$ cat config.mk
export PLATFORM = sky130hd
export DESIGN_NAME = audio_serial_port
export DESIGN_NICKNAME = d
export VERILOG_FILES = /design/src/rtl/asp_pkg.sv /design/src/rtl/asp_edge_sync.sv /design/src/rtl/asp_tx.sv /design/src/rtl/asp_rx.sv /design/src/rtl/asp_frame_mon.sv /design/src/rtl/audio_serial_port.sv
export SDC_FILE = /design/constraint.sdc
export NUM_CORES = 1
export LEC_CHECK = 0
export BUFFER_PORTS_ARGS = -buffer_cell sky130_fd_sc_hd__buf_2
export CORE_AREA = 3 3 137 139
export DETAILED_ROUTE_END_ITERATION = 8
export DIE_AREA = 0 0 140 142
export GPL_ROUTABILITY_DRIVEN = 0
export GPL_TIMING_DRIVEN = 1
export HOLD_SLACK_MARGIN = 0.03
export PLACE_DENSITY_LB_ADDON = 0.15
export SLEW_MARGIN = 20
export SYNTH_ARGS = -nofsm -noshare
export SYNTH_HDL_FRONTEND = slang
export SYNTH_SLANG_ARGS = --single-unit
export TNS_END_PERCENT = 50
$ cat constraint.sdc
create_clock -name clk_i -period 6.5 [get_ports clk_i]
set_input_delay 1.3 -clock clk_i [delete_from_list [all_inputs] [get_ports clk_i]]
set_output_delay 1.3 -clock clk_i [all_outputs]
set_load 0.02 [all_outputs]
$ cat src/rtl/asp_pkg.sv
package asp_pkg;
  typedef enum logic [1:0] {
    FMT_L16 = 2'b00,
    FMT_L20 = 2'b01,
    FMT_M20 = 2'b10,
    FMT_I2S = 2'b11
  } asp_fmt_e;

  function automatic logic fmt_is_i2s(asp_fmt_e f);
    return f == FMT_I2S;
  endfunction

  function automatic logic fmt_rx_lsb(asp_fmt_e f);
    return (f == FMT_L16) || (f == FMT_L20);
  endfunction
endpackage

$ cat src/rtl/asp_edge_sync.sv
module asp_edge_sync #(
  parameter int STAGES = 2
) (
  input  logic clk_i,
  input  logic rst_ni,
  input  logic sclk_i,
  input  logic lrck_i,
  input  logic sdti_i,
  output logic rise_o,
  output logic fall_o,
  output logic lrck_o,
  output logic sdti_o
);
  localparam int NSIG = 3;
  localparam logic [NSIG-1:0] IDLE = 3'b100;  // bit clock idles high

  logic [NSIG-1:0] stg_q [STAGES];
  logic            sclk_q;
  logic            sclk_s;

  always_ff @(posedge clk_i or negedge rst_ni) begin
    if (!rst_ni) begin
      for (int i = 0; i < STAGES; i++) stg_q[i] <= IDLE;
      sclk_q <= 1'b1;
    end else begin
      stg_q[0] <= {sclk_i, lrck_i, sdti_i};
      for (int i = 1; i < STAGES; i++) stg_q[i] <= stg_q[i-1];
      sclk_q <= sclk_s;
    end
  end

  assign sclk_s = stg_q[STAGES-1][2];
  assign lrck_o = stg_q[STAGES-1][1];
  assign sdti_o = stg_q[STAGES-1][0];
  assign rise_o = sclk_s & ~sclk_q;
  assign fall_o = ~sclk_s & sclk_q;

  AST_EDGE_EXCL: assert property (@(posedge clk_i) disable iff (!rst_ni)
    rise_o |=> !rise_o);
endmodule

$ cat src/rtl/asp_tx.sv
module asp_tx
  import asp_pkg::*;
#(
  parameter int DATA_W = 20
) (
  input  logic              clk_i,
  input  logic              rst_ni,
  input  asp_fmt_e          fmt_i,
  input  logic              fall_i,
  input  logic              lrck_i,
  input  logic [DATA_W-1:0] left_i,
  input  logic [DATA_W-1:0] right_i,
  output logic              sdto_o,
  output logic              load_o
);
  localparam int NB_W = $clog2(DATA_W + 1);
  localparam logic [NB_W-1:0] FULL = NB_W'(DATA_W);
  localparam logic [NB_W-1:0] ONE  = NB_W'(1);

  logic              lr_q;
  logic [DATA_W-1:0] sh_q;
  logic [DATA_W-1:0] rshadow_q;
  logic [NB_W-1:0]   rem_q;
  logic              i2s;
  logic              new_half;
  logic              is_left;
  logic              more;
  logic [DATA_W-1:0] word;

  assign i2s      = fmt_is_i2s(fmt_i);
  assign new_half = lrck_i != lr_q;
  assign is_left  = lrck_i ^ i2s;
  assign word     = is_left ? left_i : rshadow_q;
  assign more     = rem_q != '0;

  always_ff @(posedge clk_i or negedge rst_ni) begin
    if (!rst_ni) begin
      lr_q      <= 1'b0;
      sh_q      <= '0;
      rshadow_q <= '0;
      rem_q     <= '0;
      sdto_o    <= 1'b0;
      load_o    <= 1'b0;
    end else begin
      load_o <= 1'b0;
      if (fall_i) begin
        if (new_half) begin
          lr_q <= lrck_i;
          if (is_left) begin
            rshadow_q <= right_i;
            load_o    <= 1'b1;
          end
          if (i2s) begin
            // one more slot of the previous word, then the new word
            sdto_o <= more & sh_q[DATA_W-1];
            sh_q   <= word;
            rem_q  <= FULL;
          end else begin
            sdto_o <= word[DATA_W-1];
            sh_q   <= word << 1;
            rem_q  <= FULL - ONE;
          end
        end else begin
          sdto_o <= more & sh_q[DATA_W-1];
          sh_q   <= sh_q << 1;
          if (more) rem_q <= rem_q - ONE;
        end
      end
    end
  end

  AST_TX_EDGE: assert property (@(posedge clk_i) disable iff (!rst_ni)
    !fall_i |=> $stable(sdto_o));
  AST_LOAD_PULSE: assert property (@(posedge clk_i) disable iff (!rst_ni)
    load_o |=> !load_o);
  AST_LOAD_AT_FALL: assert property (@(posedge clk_i) disable iff (!rst_ni)
    load_o |-> $past(fall_i));
endmodule

$ cat src/rtl/asp_rx.sv
module asp_rx
  import asp_pkg::*;
#(
  parameter int DATA_W  = 20,
  parameter int SHORT_W = 16
) (
  input  logic              clk_i,
  input  logic              rst_ni,
  input  asp_fmt_e          fmt_i,
  input  logic              rise_i,
  input  logic              lrck_i,
  input  logic              sdti_i,
  output logic [DATA_W-1:0] left_o,
  output logic [DATA_W-1:0] right_o,
  output logic              valid_o
);
  localparam int NB_W = $clog2(DATA_W + 1);
  localparam logic [NB_W-1:0] FULL = NB_W'(DATA_W);
  localparam logic [NB_W-1:0] ONE  = NB_W'(1);
  localparam int PAD = DATA_W - SHORT_W;

  logic              lr_q;
  logic              armed_q;
  logic [DATA_W-1:0] sh_q;
  logic [DATA_W-1:0] lhold_q;
  logic [NB_W-1:0]   nbits_q;
  logic              i2s;
  logic              lsb;
  logic              new_half;
  logic              old_left;
  logic [DATA_W-1:0] shifted;
  logic [NB_W-1:0]   nbits_inc;
  logic [DATA_W-1:0] word;

  assign i2s       = fmt_is_i2s(fmt_i);
  assign lsb       = fmt_rx_lsb(fmt_i);
  assign new_half  = lrck_i != lr_q;
  assign old_left  = lr_q ^ i2s;
  assign shifted   = {sh_q[DATA_W-2:0], sdti_i};
  assign nbits_inc = nbits_q + ONE;

  always_comb begin
    unique case (fmt_i)
      FMT_L16: word = sh_q << PAD;
      FMT_L20: word = sh_q;
      FMT_M20: word = sh_q << (FULL - nbits_q);
      default: word = (nbits_q < FULL) ? (shifted << (FULL - nbits_inc)) : sh_q;
    endcase
  end

  always_ff @(posedge clk_i or negedge rst_ni) begin
    if (!rst_ni) begin
      lr_q    <= 1'b0;
      armed_q <= 1'b0;
      sh_q    <= '0;
      lhold_q <= '0;
      nbits_q <= '0;
      left_o  <= '0;
      right_o <= '0;
      valid_o <= 1'b0;
    end else begin
      valid_o <= 1'b0;
      if (rise_i) begin
        if (new_half) begin
          lr_q    <= lrck_i;
          armed_q <= 1'b1;
          if (armed_q) begin
            if (old_left) begin
              lhold_q <= word;
            end else begin
              left_o  <= lhold_q;
              right_o <= word;
              valid_o <= 1'b1;
            end
          end
          if (i2s) begin
            sh_q    <= '0;
            nbits_q <= '0;
          end else begin
            sh_q    <= {{(DATA_W-1){1'b0}}, sdti_i};
            nbits_q <= ONE;
          end
        end else if (lsb || nbits_q < FULL) begin
          sh_q <= shifted;
          if (nbits_q < FULL) nbits_q <= nbits_inc;
        end
      end
    end
  end

  AST_VALID_PULSE: assert property (@(posedge clk_i) disable iff (!rst_ni)
    valid_o |=> !valid_o);
  AST_RX_HOLD: assert property (@(posedge clk_i) disable iff (!rst_ni)
    !valid_o |-> ($stable(left_o) && $stable(right_o)));
  AST_VALID_AT_RISE: assert property (@(posedge clk_i) disable iff (!rst_ni)
    valid_o |-> $past(rise_i));
endmodule

$ cat src/rtl/asp_frame_mon.sv
module asp_frame_mon
  import asp_pkg::*;
#(
  parameter int DATA_W  = 20,
  parameter int SHORT_W = 16,
  parameter int CNT_W   = 8
) (
  input  logic     clk_i,
  input  logic     rst_ni,
  input  asp_fmt_e fmt_i,
  input  logic     rise_i,
  input  logic     lrck_i,
  output logic     err_o
);
  localparam logic [CNT_W-1:0] SHORT_C = CNT_W'(SHORT_W);
  localparam logic [CNT_W-1:0] LONG_C  = CNT_W'(DATA_W);
  localparam logic [CNT_W-1:0] ONE     = CNT_W'(1);

  logic             lr_q;
  logic             armed_q;
  logic [CNT_W-1:0] cnt_q;
  logic             len_ok;

  always_comb begin
    unique case (fmt_i)
      FMT_L16: len_ok = cnt_q >= SHORT_C;
      FMT_I2S: len_ok = (cnt_q == SHORT_C) || (cnt_q >= LONG_C);
      default: len_ok = cnt_q >= LONG_C;
    endcase
  end

  always_ff @(posedge clk_i or negedge rst_ni) begin
    if (!rst_ni) begin
      lr_q    <= 1'b0;
      armed_q <= 1'b0;
      cnt_q   <= '0;
      err_o   <= 1'b0;
    end else begin
      err_o <= 1'b0;
      if (rise_i) begin
        if (lrck_i != lr_q) begin
          lr_q    <= lrck_i;
          armed_q <= 1'b1;
          err_o   <= armed_q & ~len_ok;
          cnt_q   <= ONE;
        end else if (cnt_q != '1) begin
          cnt_q <= cnt_q + ONE;
        end
      end
    end
  end

  AST_ERR_PULSE: assert property (@(posedge clk_i) disable iff (!rst_ni)
    err_o |=> !err_o);
  AST_ERR_AT_RISE: assert property (@(posedge clk_i) disable iff (!rst_ni)
    err_o |-> $past(rise_i));
endmodule

$ cat src/rtl/audio_serial_port.sv
module audio_serial_port
  import asp_pkg::*;
#(
  parameter int DATA_W      = 20,
  parameter int SHORT_W     = 16,
  parameter int SYNC_STAGES = 2,
  parameter int CNT_W       = 8
) (
  input  logic              clk_i,
  input  logic              rst_ni,
  input  logic [1:0]        fmt_i,
  input  logic              sclk_i,
  input  logic              lrck_i,
  input  logic              sdti_i,
  output logic              sdto_o,
  input  logic [DATA_W-1:0] tx_left_i,
  input  logic [DATA_W-1:0] tx_right_i,
  output logic              tx_load_o,
  output logic [DATA_W-1:0] rx_left_o,
  output logic [DATA_W-1:0] rx_right_o,
  output logic              rx_valid_o,
  output logic              frame_err_o
);
  asp_fmt_e fmt;
  logic     rise;
  logic     fall;
  logic     lrck_s;
  logic     sdti_s;

  assign fmt = asp_fmt_e'(fmt_i);

  asp_edge_sync #(.STAGES(SYNC_STAGES)) u_sync (
    .clk_i  (clk_i),
    .rst_ni (rst_ni),
    .sclk_i (sclk_i),
    .lrck_i (lrck_i),
    .sdti_i (sdti_i),
    .rise_o (rise),
    .fall_o (fall),
    .lrck_o (lrck_s),
    .sdti_o (sdti_s)
  );

  asp_tx #(.DATA_W(DATA_W)) u_tx (
    .clk_i   (clk_i),
    .rst_ni  (rst_ni),
    .fmt_i   (fmt),
    .fall_i  (fall),
    .lrck_i  (lrck_s),
    .left_i  (tx_left_i),
    .right_i (tx_right_i),
    .sdto_o  (sdto_o),
    .load_o  (tx_load_o)
  );

  asp_rx #(.DATA_W(DATA_W), .SHORT_W(SHORT_W)) u_rx (
    .clk_i   (clk_i),
    .rst_ni  (rst_ni),
    .fmt_i   (fmt),
    .rise_i  (rise),
    .lrck_i  (lrck_s),
    .sdti_i  (sdti_s),
    .left_o  (rx_left_o),
    .right_o (rx_right_o),
    .valid_o (rx_valid_o)
  );

  asp_frame_mon #(.DATA_W(DATA_W), .SHORT_W(SHORT_W), .CNT_W(CNT_W)) u_mon (
    .clk_i  (clk_i),
    .rst_ni (rst_ni),
    .fmt_i  (fmt),
    .rise_i (rise),
    .lrck_i (lrck_s),
    .err_o  (frame_err_o)
  );

  AST_NO_LOAD_IN_RX: assert property (@(posedge clk_i) disable iff (!rst_ni)
    rx_valid_o |-> !tx_load_o);
endmodule

---- Word level (Yosys, flattened, before mapping) ----
Index checks and enable logic that the tools add are counted.
operators by class
  add/subtract/negate cells ............... 5
  order comparisons ....................... 3
  eq/ne operators ......................... 8
  shift-type cells ........................ 2
  muxes and demuxes ....................... 29
  bitwise operators ....................... 10
  reduce and logical (&&, ||, !) cells .... 19
operator list
  cell                                                                                 number
  20-bit 2-to-1 mux                                                                    6
  20-bit one-hot mux with 3 select lines                                               1
  20-bit by 5-bit << shifter with 20-bit output                                        2
  5-bit 2-to-1 mux                                                                     5
  8-bit by 5-bit greater-or-equal comparator with 1-bit output, second input constant  2
  8-bit 2-to-1 mux                                                                     2
  1-bit 2-to-1 mux                                                                     13
  2-bit AND reduction                                                                  6
  5-bit subtractor, first input constant                                               2
  8-bit by 1-bit adder with 8-bit output, second input constant                        1
  8-bit by 5-bit equality test with 1-bit output, second input constant                1
  8-bit inequality test, second input constant                                         1
  4-bit AND reduction                                                                  2
  2-bit nonzero test                                                                   4
  3-bit AND reduction                                                                  2
  5-bit by 1-bit adder with 5-bit output, second input constant                        1
  5-bit < comparator, second input constant                                            1
  5-bit nonzero test                                                                   1
  5-bit by 1-bit subtractor with 5-bit output, second input constant                   1
  1-bit bitwise AND                                                                    4
  2-bit equality test, second input constant                                           2
  1-bit NOT                                                                            4
  1-bit logical OR                                                                     3
  3-bit 2-to-1 mux                                                                     1
  5 further kinds                                                                      8
storage, ports and cells
  register bits after elaboration ......... 154
  input bits .............................. 47
  word-level logic and storage cells ...... 97

---- Longest topological paths before layout ----
  depth in word-level cells ............... 7
  mapped depth ............................ 14

---- Cells and area by module ----
From an unflattened synthesis, not the netlist that was laid out.
unflattened totals
  cell total of the unflattened synthesis .. 1019
  area total of the unflattened synthesis .. 9591.7 um^2
modules (own cells, without submodules)
  module         times used  cells an instance  area an instance (um^2)  seq. area each (um^2)
  asp_rx         1           717                6069.6                   2202.1
  asp_tx         1           227                2693.8                   1201.2
  asp_frame_mon  1           66                 634.4                    275.3
  asp_edge_sync  1           9                  193.9                    178.9

---- Least setup slack after synthesis ----
Ideal clock, no wire load.
  path type ............................... register to register
  start ................................... register u_rx.nbits_q[0]
  end ..................................... register u_rx.lhold_q[14]
  setup time .............................. 133 ps
  arrival ................................. 2905 ps
  required time ........................... 6367 ps
  path slack .............................. 3463 ps
  cell stages (with the launch flop) ...... 13
  buffers on the path ..................... 3
  clock period less this slack ............ 3037 ps
  cell sequence ........................... dfrtp_1 buf_6 inv_2 buf_1 ha_1 buf_4 nand3_1 a21oi_1 o21ai_4 nand2_4 mux4_2 a221oi_2 o31ai_1
between the ends
  word-level cells in the longest chain between the ends .. 5
RTL lines
  item                                           RTL line      source
  start: declaration                             asp_rx.sv:26  logic [NB_W-1:0] nbits_q;
  start signal: assignment                       asp_rx.sv:85  if (nbits_q < FULL) nbits_q <= nbits_inc;
  5-bit by 1-bit adder with 5-bit output         asp_rx.sv:40  assign nbits_inc = nbits_q + ONE;
  5-bit subtractor                               asp_rx.sv:47  default: word = (nbits_q < FULL) ? (shifted << (FULL - nbits_inc)) : sh_q;
  20-bit by 5-bit << shifter with 20-bit output  asp_rx.sv:47
  20-bit 2-to-1 mux                              asp_rx.sv:47
  20-bit one-hot mux with 3 select lines *       asp_rx.sv:43  unique case (fmt_i)
  end signal: assignment                         asp_rx.sv:69  lhold_q <= word;
  end: declaration                               asp_rx.sv:25  logic [DATA_W-1:0] lhold_q;
Mark *: on every way between the ends. The rest lies on a longest branch, timed or not.
A chain may end at the register's enable or synchronous reset.

---- Final worst setup path ----
  start ................................... register u_rx.nbits_q[0]
  end ..................................... register u_rx.right_o[16]
between the ends
  word-level cells in the longest chain between the ends .. 5
RTL lines
  item                                           RTL line      source
  5-bit by 1-bit adder with 5-bit output         asp_rx.sv:40
  5-bit subtractor                               asp_rx.sv:47
  20-bit by 5-bit << shifter with 20-bit output  asp_rx.sv:47
  20-bit 2-to-1 mux                              asp_rx.sv:47
  20-bit one-hot mux with 3 select lines *       asp_rx.sv:43
  end signal: assignment                         asp_rx.sv:72  right_o <= word;
  end: declaration                               asp_rx.sv:14  output logic [DATA_W-1:0] right_o,
Marks and branches as above.

==> flow_metrics.tcl <==
set metrics [dict create \
    cts_sinks 154 \
    p_leak_uw 0.00457 \
    synth.area.mux_share 0.135 \
    max_freq_mhz 228 \
    skew_ps 11.6 \
    ys_seq_elements 154 \
    finalSetupViolations 0 \
    synthDistinctLibCells 74 \
    syn_area_mm2 0.00933 \
    cts_root_buf "clkbuf_16" \
    syn_area_per_cell_um2 8.97 \
    r2r_slack_ps 2110 \
    fin_ws_ps 2110 \
    ir_worst_vdd_uv 211 \
    io_buffers 90 \
    drive_gt1_frac 0.203 \
    p_per_area_mw_per_mm2 345 \
    post-route-util 0.585 \
    die_area_mm2 0.0199 \
    cap_violations 0 \
    synth_compound_area_frac 0.202 \
    cts_tree "done" \
    antenna_found_initial 0 \
    cts_buffers 17 \
    grt_max_degree 94 \
    worstSetupPathType "reg2reg" \
    max_slew_margin 0.262 \
    tightest_slew_ps 1110 \
    finalHoldViolations 0 \
    startpoint_type "flop" \
    synth_warnings 0 \
    status "completed" \
    arrival_ps 4680 \
    vias 8122 \
    tns_ps 0 \
    final_area_mm2 0.0104 \
    post_cts_resized 0 \
    ioPinCount 91 \
    drc_errors 0 \
    synth_sequential_area_ratio 0.414 \
    dp_hpwl_um 17500 \
    rows 49 \
    cp_max_fo 51 \
    grt_overflow 0 \
    holdCritPathClass "reg2reg" \
    synth-adder-area-share 0.0134 \
    final_nets 1129 \
    synth_edf_count 0 \
    htree_num_levels 4 \
    period_needed_ps 4390 \
    min_from "u_sync.stg_q[5]" \
    area_delta_synth_final_pct 11.5 \
    drtPass1Iterations 7 \
    cp.required_ps 6790 \
    hold_buffers 0 \
    start_util 0.525 \
    rsz0062_at_grt "no" \
    slew_viol_final 0 \
    clock_path_buffers 2 \
    yosys.area_share.simple 0.173 \
    multiInputGateArea_mm2 0.00504 \
    netlist_instances 1040 \
    synthFlopType "dfrtp_1" \
    grt_pass1_vias 7554 \
    postPlaceCellArea_mm2 0.00981 \
    dpl_worst_slack_ps 2170 \
    synth_xor_xnor_area_share 0.0140 \
    antennaDiodeCount 0 \
    viasPerCell 6.19 \
    ant_nets 0 \
    wl_per_cell_um 19.4 \
    fillCellCount 1607 \
    fp.dieW_um 140 \
    regArea_mm2 0.00386 \
    timing.rr.start "u_rx.nbits_q[0]" \
    grt_usage 0.256 \
    async_flop_share 1.00 \
    cts_setup_buffers 0 \
    end_kind "flop" \
    p_total_uw 3590 \
    wl_um 25500 \
    clk_latency_ps 430 \
    synth_nets 1097 \
    dieHeight_um 142 \
    startpoint "u_rx.nbits_q[0]" \
    grt_pass1_wl_um 41000 \
    synth_top_family_by_area "compound AO/OA/AOI/OAI gates" \
    core_mm2 0.0178 \
    clk_pin_slew_ps 70 \
    drtIter0Drc 1053 \
    period_share 0.676 \
]
-- power by group --
part	switching, uW	leakage (uW)	total [uW]	internal (uW)
combinational	779	0.00234	1250	476
clock	404	0.000273	1010	602
sequential	157	0.00197	1330	1170
total	1340	0.00457	3590	2250
-- cell type report --
| type | instances | share of cell area |
|---|---|---|
| multi-input cells | 778 | 0.485 |
| flip-flops and latches | 154 | 0.371 |
| repair buffers | 105 | 0.0548 |
| clock buffers | 20 | 0.0420 |
| well taps | 229 | 0.0276 |
| clock inverters | 10 | 0.0138 |
| inverters | 16 | 0.00578 |
-- final timing paths --
path / to / depth (start not counted)
setup / recovery: u_rx.right_o[16] / 10
hold / removal: u_sync.sclk_s / 0
setup reg to reg: u_rx.right_o[16] / 10
hold reg to reg: u_sync.sclk_s / 0
max in group asynchronous: u_rx.nbits_q[3] / 2
min in group asynchronous: u_rx.left_o[0] / 1
-- through the flow --
step / hold WS (ps) / std cells
6_report: 356 / 1312
5_1_grt: 363 / 1312
4_1_cts: 359 / 1312
3_5_place_dp: 345 / 1282
3_3_place_gp: 335 / 1282
2_1_floorplan: 331 / 1040
-- registers in the layout, summed over array words and instances, names as in the netlist, 3 cells and up --
name,flops
u_rx.left_o,20
u_sync.stg_q,3
u_mon.cnt_q,8
u_rx.sh_q,20
u_rx.right_o,20
u_tx.rem_q,5
u_tx.sh_q,20
u_tx.rshadow_q,20
u_rx.lhold_q,20
u_rx.nbits_q,5
-- logic make-up (layout without fill, tap and decap cells) --
logic type / count (synthesis) / in the layout
muxes: 98 / 98
buffers and inverters: 108 / 151
and+or+nand+nor: 376 / 376
DFF: 154 / 154
AOI/OAI and AO/OA: 280 / 280
adders and majority gates: 10 / 10
xor gates and xnor gates: 14 / 14
-- cell usage after synthesis, drive strengths merged (6+ instances only) --
| library cell | number | area [um2] |
|---|---|---|
| inv | 16 | 60.1 |
| a31o | 6 | 52.6 |
| o311ai | 7 | 61.3 |
| nand3 | 26 | 135 |
| o21a | 6 | 45.0 |
| o21ai | 86 | 445 |
| nor3 | 12 | 71.3 |
| mux2i | 41 | 410 |
| a31oi | 19 | 119 |
| o31ai | 15 | 113 |
| xor2 | 6 | 60.1 |
| mux2 | 39 | 439 |
| clkbuf | 65 | 244 |
| nor2b | 7 | 43.8 |
| dfrtp | 151 | 3780 |
| a21o | 7 | 52.6 |
| a21oi | 50 | 250 |
| xnor2 | 8 | 70.1 |
| buf | 27 | 156 |
| a221oi | 43 | 383 |
| mux4 | 18 | 413 |
| ha | 10 | 125 |
| nor2 | 65 | 246 |
| a21boi | 6 | 45.0 |
| nand2b | 9 | 56.3 |
| nand2 | 231 | 877 |
-- worst max-delay path, cell delays in order (launching register included) --
cell and delay, ps:
dfrtp_1 320, buf_4 480, inv_2 320, ha_2 1160, nor2b_1 210, a32o_2 330, o21ai_4 260, and2_1 420
mux4_2 550, nand2_1 100, a31oi_1 80
-- placed cells by master, fill, tap and decap left out, drive strengths merged, types with 7 or more instances in the layout --
master  synthesis  routed
nor2           65      65
dfrtp         151     151
mux4           18      18
ha             10      10
xnor2           8       8
a21oi          50      50
mux2i          41      41
a21o            7       7
o311ai          7       7
nor3           12      12
nor2b           7       7
nand2b          9       9
buf            27     105
nand3          26      26
a221oi         43      43
mux2           39      39
o21ai          86      86
nand2         231     231
a31oi          19      19
clkbuf         65      20
o31ai          15      15
inv            16      18
-- metal layers --
layer  global-route usage  up-vias  wire length (um)
met4               0.0785        0               450
met3               0.0585       50              2210
li1                     -     3809                 -
met1                0.396     3919             11700
met5                    0        -                 0
met2                0.359      344             11100
No activity file was read; power rests on OpenSTA's default activity.
